**src/rtl/bdd_pkg.sv**
```systemverilog
package bdd_pkg;
  localparam int unsigned NVARS  = 8;
  localparam int unsigned VIDX_W = $clog2(NVARS);
  localparam int unsigned NODES  = 16;
  localparam int unsigned ADDR_W = $clog2(NODES);
  localparam int unsigned PAY_W  = ADDR_W;
  localparam int unsigned STEP_W = ADDR_W + 1;

  typedef enum logic [1:0] {
    K_NODE  = 2'b00,
    K_CONST = 2'b01,
    K_VAR   = 2'b10,
    K_RSV   = 2'b11
  } kind_e;

  typedef struct packed {
    kind_e             kind;
    logic [PAY_W-1:0]  payload;
    logic              mark;
  } branch_t;

  typedef struct packed {
    logic [VIDX_W-1:0] tvar;
    branch_t           hi;
    branch_t           lo;
  } node_t;

  localparam int unsigned NODE_W = $bits(node_t);

  typedef struct packed {
    logic              cont;
    logic              leaf;
    logic              bad;
    logic [ADDR_W-1:0] next;
    logic              value;
    logic              parity;
  } step_t;
endpackage

```
**src/rtl/bdd_node_table.sv**
```systemverilog
module bdd_node_table
  import bdd_pkg::*;
(
  input  logic              clk,
  input  logic              rst_n,
  input  logic              we,
  input  logic              lock,
  input  logic [ADDR_W-1:0] waddr,
  input  logic [NODE_W-1:0] wdata,
  input  logic [ADDR_W-1:0] raddr,
  output node_t             rnode
);
  logic [NODES-1:0][NODE_W-1:0] mem_q;
  logic [NODES-1:0][NODE_W-1:0] mem_d;
  logic                         wr_ok;

  assign wr_ok = we && !lock;

  always_comb begin
    mem_d = mem_q;
    if (wr_ok) mem_d[waddr] = wdata;
  end

  always_ff @(posedge clk or negedge rst_n) begin
    if (!rst_n) mem_q <= '0;
    else if (wr_ok) mem_q <= mem_d;
  end

  assign rnode = node_t'(mem_q[raddr]);

  assert_tbl_locked_R11: assert property (@(posedge clk) disable iff (!rst_n)
    lock |=> $stable(mem_q));
endmodule

```
**src/rtl/bdd_branch_sel.sv**
```systemverilog
module bdd_branch_sel
  import bdd_pkg::*;
(
  input  node_t            node,
  input  logic [NVARS-1:0] vars,
  input  logic             parity_in,
  output step_t            step
);
  branch_t br;
  logic    par_n;

  always_comb begin
    br    = vars[node.tvar] ? node.hi : node.lo;
    par_n = parity_in ^ br.mark;
    step  = '0;
    step.parity = par_n;
    step.next   = br.payload[ADDR_W-1:0];
    unique case (br.kind)
      K_NODE:  step.cont = 1'b1;
      K_CONST: begin
        step.leaf  = 1'b1;
        step.value = br.payload[0] ^ par_n;
      end
      K_VAR: begin
        step.leaf  = 1'b1;
        step.value = vars[br.payload[VIDX_W-1:0]] ^ par_n;
      end
      default: step.bad = 1'b1;
    endcase
  end
endmodule

```
**src/rtl/bdd_walk_ctrl.sv**
```systemverilog
module bdd_walk_ctrl
  import bdd_pkg::*;
(
  input  logic              clk,
  input  logic              rst_n,
  input  logic              start,
  input  logic [ADDR_W-1:0] root_sel,
  input  logic [NVARS-1:0]  var_vec,
  input  step_t             step,
  output logic [ADDR_W-1:0] addr,
  output logic [NVARS-1:0]  vars,
  output logic              parity,
  output logic              busy,
  output logic              done,
  output logic              result,
  output logic              error
);
  logic              busy_q, busy_d;
  logic              done_q, done_d;
  logic              res_q, res_d;
  logic              err_q, err_d;
  logic              par_q, par_d;
  logic [ADDR_W-1:0] addr_q, addr_d;
  logic [NVARS-1:0]  vars_q, vars_d;
  logic [STEP_W-1:0] steps_q, steps_d;
  logic              accept;
  logic              last_slot;

  assign accept    = start && !busy_q;
  assign last_slot = (steps_q == STEP_W'(NODES - 1));

  always_comb begin
    busy_d  = busy_q;
    done_d  = done_q;
    res_d   = res_q;
    err_d   = err_q;
    par_d   = par_q;
    addr_d  = addr_q;
    vars_d  = vars_q;
    steps_d = steps_q;
    if (accept) begin
      busy_d  = 1'b1;
      done_d  = 1'b0;
      res_d   = 1'b0;
      err_d   = 1'b0;
      par_d   = 1'b0;
      addr_d  = root_sel;
      vars_d  = var_vec;
      steps_d = '0;
    end else if (busy_q) begin
      if (step.leaf) begin
        busy_d = 1'b0;
        done_d = 1'b1;
        res_d  = step.value;
      end else if (step.bad || (step.cont && last_slot)) begin
        busy_d = 1'b0;
        done_d = 1'b1;
        err_d  = 1'b1;
      end else begin
        addr_d  = step.next;
        par_d   = step.parity;
        steps_d = steps_q + STEP_W'(1);
      end
    end
  end

  always_ff @(posedge clk or negedge rst_n) begin
    if (!rst_n) begin
      busy_q  <= 1'b0;
      done_q  <= 1'b0;
      res_q   <= 1'b0;
      err_q   <= 1'b0;
      par_q   <= 1'b0;
      addr_q  <= '0;
      vars_q  <= '0;
      steps_q <= '0;
    end else begin
      busy_q  <= busy_d;
      done_q  <= done_d;
      res_q   <= res_d;
      err_q   <= err_d;
      par_q   <= par_d;
      addr_q  <= addr_d;
      vars_q  <= vars_d;
      steps_q <= steps_d;
    end
  end

  assign addr   = addr_q;
  assign vars   = vars_q;
  assign parity = par_q;
  assign busy   = busy_q;
  assign done   = done_q;
  assign result = res_q;
  assign error  = err_q;

  assert_accept_R2: assert property (@(posedge clk) disable iff (!rst_n)
    (start && !busy_q) |=> (busy_q && !done_q && !err_q));
  assert_excl_R7: assert property (@(posedge clk) disable iff (!rst_n)
    !(busy_q && done_q));
  assert_steps_bound_R8: assert property (@(posedge clk) disable iff (!rst_n)
    steps_q < STEP_W'(NODES));
  assert_err_done_R9: assert property (@(posedge clk) disable iff (!rst_n)
    err_q |-> (done_q && !res_q));
  assert_start_ignored_R10: assert property (@(posedge clk) disable iff (!rst_n)
    (busy_q && start) |=> $stable(vars_q));
  assert_hold_R12: assert property (@(posedge clk) disable iff (!rst_n)
    (!busy_q && !start) |=> ($stable(done_q) && $stable(res_q) && $stable(err_q)));
endmodule

```
**src/rtl/bdd_walker.sv**
```systemverilog
module bdd_walker
  import bdd_pkg::*;
(
  input  logic              clk,
  input  logic              rst_n,
  input  logic              tbl_we,
  input  logic [ADDR_W-1:0] tbl_waddr,
  input  logic [NODE_W-1:0] tbl_wdata,
  input  logic              start,
  input  logic [ADDR_W-1:0] root_sel,
  input  logic [NVARS-1:0]  var_vec,
  output logic              busy,
  output logic              done,
  output logic              result,
  output logic              error
);
  node_t             cur_node;
  step_t             step;
  logic [ADDR_W-1:0] cur_addr;
  logic [NVARS-1:0]  cur_vars;
  logic              cur_par;

  bdd_node_table u_table (
    .clk   (clk),
    .rst_n (rst_n),
    .we    (tbl_we),
    .lock  (busy),
    .waddr (tbl_waddr),
    .wdata (tbl_wdata),
    .raddr (cur_addr),
    .rnode (cur_node)
  );

  bdd_branch_sel u_sel (
    .node      (cur_node),
    .vars      (cur_vars),
    .parity_in (cur_par),
    .step      (step)
  );

  bdd_walk_ctrl u_ctrl (
    .clk      (clk),
    .rst_n    (rst_n),
    .start    (start),
    .root_sel (root_sel),
    .var_vec  (var_vec),
    .step     (step),
    .addr     (cur_addr),
    .vars     (cur_vars),
    .parity   (cur_par),
    .busy     (busy),
    .done     (done),
    .result   (result),
    .error    (error)
  );
endmodule

```
**config.mk**
```make
export PLATFORM = sky130hd
export DESIGN_NAME = bdd_walker
export DESIGN_NICKNAME = d
export VERILOG_FILES = /design/src/rtl/bdd_pkg.sv /design/src/rtl/bdd_node_table.sv /design/src/rtl/bdd_branch_sel.sv /design/src/rtl/bdd_walk_ctrl.sv /design/src/rtl/bdd_walker.sv
export SDC_FILE = /design/constraint.sdc
export NUM_CORES = 1
export LEC_CHECK = 0
export BUFFER_PORTS_ARGS = -buffer_cell sky130_fd_sc_hd__buf_2
export CORE_MARGIN = 2
export CORE_UTILIZATION = 45
export DETAILED_ROUTE_END_ITERATION = 7
export PLACE_DENSITY = 0.6
export SKIP_LAST_GASP = 1
export SYNTH_ARGS = -nofsm -noshare
export SYNTH_HDL_FRONTEND = slang
export SYNTH_HIERARCHICAL = 1
export SYNTH_SLANG_ARGS = --single-unit
```
**constraint.sdc**
```tcl
create_clock -name clk -period 6.6 [get_ports clk]
set_input_delay 0.66 -clock clk [delete_from_list [all_inputs] [get_ports clk]]
set_output_delay 0.66 -clock clk [all_outputs]
set_load 0.02 [all_outputs]
```
# == Yosys cells after proc, flatten, opt, wreduce, memory -nomap -nowiden ==
# Index checks and enable logic that the tools add are counted.
# op_classes
n_addsub,1
n_lt_le_gt_ge,5
n_eq_ne,5
mux,40
bitwise_logic,3
n_reduce_logical,17
# op_table
operator,count
bitwise mux 272 bit,1
binary-select mux 17 bit (select 4 bit),1
demux 17 bit (select 4 bit),1
two-way mux 17 bit,2
two-way mux 1 bit,23
two-way mux 5 bit,4
two-way mux 4 bit,4
"< comparator 4 x 5 -> 1 bit, second input constant",2
"< comparator 3 x 4 -> 1 bit, second input constant",2
two-way mux 7 bit,1
binary-select mux 1 bit (select 3 bit),2
AND reduction 3 bit,2
nonzero test 2 bit,3
"adder 5 x 1 -> 5 bit, second input constant",1
"== test 5 x 4 -> 1 bit, second input constant",1
">= comparator 4 x 1 -> 1 bit, second input constant",1
logical AND 1 bit,4
"inequality test 2 x 1 -> 1 bit, second input constant",2
AND reduction 2 bit,2
nonzero test 3 bit,1
OR reduction 3 bit,1
XOR 1 bit,3
"== test 2 x 1 -> 1 bit, second input constant",1
"== test 2 bit, second input constant",1
other kinds (5),5
# word_totals
reg_bits,294
in_bits,37
output_inout_bits,4

# == Depth between registers and ports, before layout ==
# depth
word_depth,13
depth_mapped,18
mapped_depth_nobuf,15

# == Cells and area by module ==
# The synthesis kept the hierarchy.
# by_module_without_submodules
module,n_inst,cells_each,area_per_inst_um2,seq_area_each_um2
bdd_node_table,1,751,12291.8,6806.5
bdd_walk_ctrl,1,95,999.7,550.5
bdd_branch_sel,1,50,382.9,0.0

# == Least setup slack after synthesis ==
# OpenSTA, ideal clock, no wires.
# synth_timing
kind,register to register
startpoint,"register u_ctrl.addr_q[0], in the netlist u_ctrl/addr[0]"
endpoint,"register u_ctrl.res_q, in the netlist u_ctrl/result"
setup_ns,0.083
t_arrival_ns,4.060
t_required_ns,6.517
path_slack_ns,2.457
stages_incl_launch_ff,19
path_cell_list,dfrtp_1 -> buf_2 -> buf_4 -> buf_2 -> mux4_2 -> a22oi_1 -> nand2_1 -> mux4_1 -> mux2i_1 -> nand2_1 -> and2_1 -> ha_1 -> inv_1 -> nand2_1 -> or4_1 -> o31a_1 -> nand4b_1 -> mux2i_1 -> o21ai_0
# synth_lines
item,line_no,source
"start, declared",bdd_walk_ctrl.sv:23,"logic [ADDR_W-1:0] addr_q, addr_d;"
"start signal, assigned",bdd_walk_ctrl.sv:83,addr_q <= addr_d;
"end signal, assigned",bdd_walk_ctrl.sv:80,res_q <= res_d;
"end, declared",bdd_walk_ctrl.sv:20,"logic res_q, res_d;"

==> qor.csv <==
metric,value,unit
cell area after synthesis,13700,um^2
row count,63,
Final Instance Area,15300,um^2
Crit. End Element,flip-flop,
Pins Over Slew Limit,0,
combinational share of power,36.2,%
Synth Instances,896,
#FFs+latches synth,294,
synth unique cells,49,
"top cells by area, synth","dfrtp_1, mux2_2, mux4_2",
CTS H-tree lvls,1,
status,"finished, final reports clean",
Setup TNS Final,0,ps
CORE AREA,29800,um^2
kind of critical path,reg -> reg,
worst-path fanout max,25,
worst relative slew slack,23.0,%
asr flop ratio synth,100,%
"count leader, synth",dfrtp_1,
area post-placement,14200,um^2
area of the die,31800,um^2
"Reg clk slew, reported paths",60,ps
# fillers,2545,
wire length of the first global-routing pass,49100,um
Worst setup SP type,flip-flop,
Root Driver,clkbuf_16,
Resized cells post-CTS,0,
Post-synth EDFFs,0,
Sequential Power Share,39.9,%
slew at the pin closest to its max-slew limit,1150,ps
Die Ht,178,um
die span in x,178,um
Synth area leader,dfrtp_1,
Avg Synthesized Cell Area,15.3,um^2
post-layout minimum cycle time,4550,ps
post-CTS setup buffer count,0,
antenna violations before repair,0,
synth warn,6,
CTS tree,done,
number of I/O pins,41,
final hold violation count,0,
routed wire length,31200,um
P&R area growth vs syn,11.8,%
DP Worst Slack,2000,ps
Layout Skew,23.6,ps
synth cell count leaders,"dfrtp_1, mux2_2, mux4_2",
dpl cells,1280,
WP data arrival,5020,ps
GRT Residual Overflow,0,
via count,7654,
Max clock buf depth,3,
LEAKAGE,7.06,nW
post-route ant nets,0,
RSZ-0062 raised after global routing,no,
switching share of power,31.9,%
clock sinks,294,
max frequency,0.220,GHz
Num CTS Buffers,31,
Most used DFF post-synth,dfrtp_1,
VDD IR-drop max,0.348,mV
"Cell Count, Final, Fillers Out",1336,
drt pass-1 iters,4,
max capacitance violation total,0,
cell internal pwr,5.09,mW
number of port buffers,40,
Net Switching,2.39,mW
slack of the critical path,2050,ps
hold crit path type,in -> async,
share of the synthesized area in the top cell type,53.8,%
GRT Total Usage,20.7,%
Post-DP HPWL,18500,um
Via density,5.73,
Min Hold Slack,160,ps
pwr dens,489,nW/um^2
layout cells sized above 1,50.1,%
Worst-Skew Late Latency,570,ps
Clock Power Share,23.9,%
# diodes,0,
initial core utilization,45.9,%
CTS hold repair buffers,0,
DRT iter0 DRCs,517,
gpl congestion,0.753,
largest net degree at the start of global routing,131,
DRC viols,0,
sequential-to-total area share from yosys stat,53.8,%
Avg WL per Cell,23.3,um
number of global-route vias before repair,8089,
Synth Net Count,938,
CP required,7080,ps
Final Cycle Share,68.9,%
Final setup viols,0,
final net count,965,
==> kinds of logic after synthesis <==
group                    count (synthesis)  synth area share [%]
buffers and inverters                   73                  2.64
adder cells (fa/ha/maj)                  5                 0.457
flip-flops                             294                  53.8
AO/OA/AOI/OAI                           54                  3.28
XOR/XNOR                                 1                0.0641
multiplexers                           355                  35.3
AND/OR/NAND/NOR                        114                  4.47
==> power by group through the flow <==
stage	Clock (mW)	Sequential (mW)	Combinational [mW]
6_report	1.79	2.98	2.71
5_1_grt	1.91	3.08	2.95
4_1_cts	1.84	2.98	2.73
3_5_place_dp	0	3.01	2.73
3_3_place_gp	0	3.00	2.66
2_1_floorplan	0	2.79	2.25
==> per-stage QoR <==
| step | power, mW | utilization, % |
|---|---|---|
| final | 7.48 | 51.3 |
| after global routing | 7.94 | 51.3 |
| after CTS | 7.55 | 51.3 |
| after detailed placement | 5.74 | 47.7 |
| after global placement | 5.66 | 47.7 |
| after floorplan | 5.04 | - |
==> cells in the final DEF (no fill, tap or decap), types with 2 or more instances in the layout <==
cell          n
a21oi_1       3
nor2b_1       2
clkbuf_8      9
ha_1          5
inv_1         9
clkinvlp_4    2
nand4_1       2
nand3b_1      2
dfrtp_4       2
or2b_1        2
mux2_4       12
and2_1        2
mux4_1        2
and3_1        3
clkbuf_16    31
nor2b_2       4
clkinv_2      2
nand2_2       3
nor3b_4       2
buf_2        39
nand2b_1      3
a22oi_1      34
o21ai_0       2
mux2i_1      10
o31ai_1       2
mux4_2       68
clkbuf_1      8
o221a_2       4
dfrtp_1     292
nand2_1      66
mux2_2      263
buf_4        17
and4bb_4      2
nor2_1        7
nand3_1       6
bufinv_16     3
==> worst max-delay path, cell delays in order, from the launching register on <==
cell and delay, ps:
dfrtp_4 750, buf_4 540, buf_4 520, mux4_2 560, a22oi_1 250, nand2_1 160, nand2_1 90, nand2_1 100
ha_1 330, inv_1 240, nand2_1 70, or4_1 400, o31a_1 130, nand4b_1 100, mux2i_1 70, o21ai_0 140
==> sequential cells by signal, indices dropped and copies added (netlist names) <==
name            count
u_ctrl/vars         8
u_ctrl/steps_q      5
u_table/mem_q     272
u_ctrl/busy         1
u_ctrl/addr         4
u_ctrl/parity       1
u_ctrl/error        1
u_ctrl/result       1
u_ctrl/done         1
==> routing by layer <==
metal	global-route usage, %	up-vias	wire (um)
li1	-	3383	-
met1	30.1	4086	14200
met2	33.3	138	14800
met3	2.66	47	1380
met4	4.84	0	710
met5	0	-	0
==> final timing paths <==
path | startpoint | slack, ps | cells after the start | endpoint
worst max-delay path | u_ctrl/addr[0]$_DFFE_PN0P_ | 2050 | 15 | u_ctrl/result$_DFFE_PN0P_
worst min-delay path | rst_n | 160 | 1 | u_table/mem_q[243]$_DFFE_PN0P_
worst max register to register | u_ctrl/addr[0]$_DFFE_PN0P_ | 2050 | 15 | u_ctrl/result$_DFFE_PN0P_
worst min register to register | u_ctrl/steps_q[3]$_DFFE_PN0P_ | 490 | 1 | u_ctrl/steps_q[3]$_DFFE_PN0P_
max in group asynchronous | rst_n | 5120 | 2 | u_table/mem_q[10]$_DFFE_PN0P_
min in group clk | var_vec[5] | 300 | 3 | u_ctrl/vars[5]$_DFFE_PN0P_
==> final cells by class <==
| type | instances | area, um^2 | area share (%) |
|---|---|---|---|
| multi-input cells | 529 | 5970 | 39.1 |
| flip-flops and latches | 294 | 7360 | 48.2 |
| clock inverters | 8 | 135 | 0.884 |
| well taps | 390 | 488 | 3.19 |
| clock buffers | 48 | 930 | 6.08 |
| inverters | 9 | 33.8 | 0.221 |
| repair buffers | 58 | 358 | 2.34 |
No activity file was read; power rests on OpenSTA's default activity.
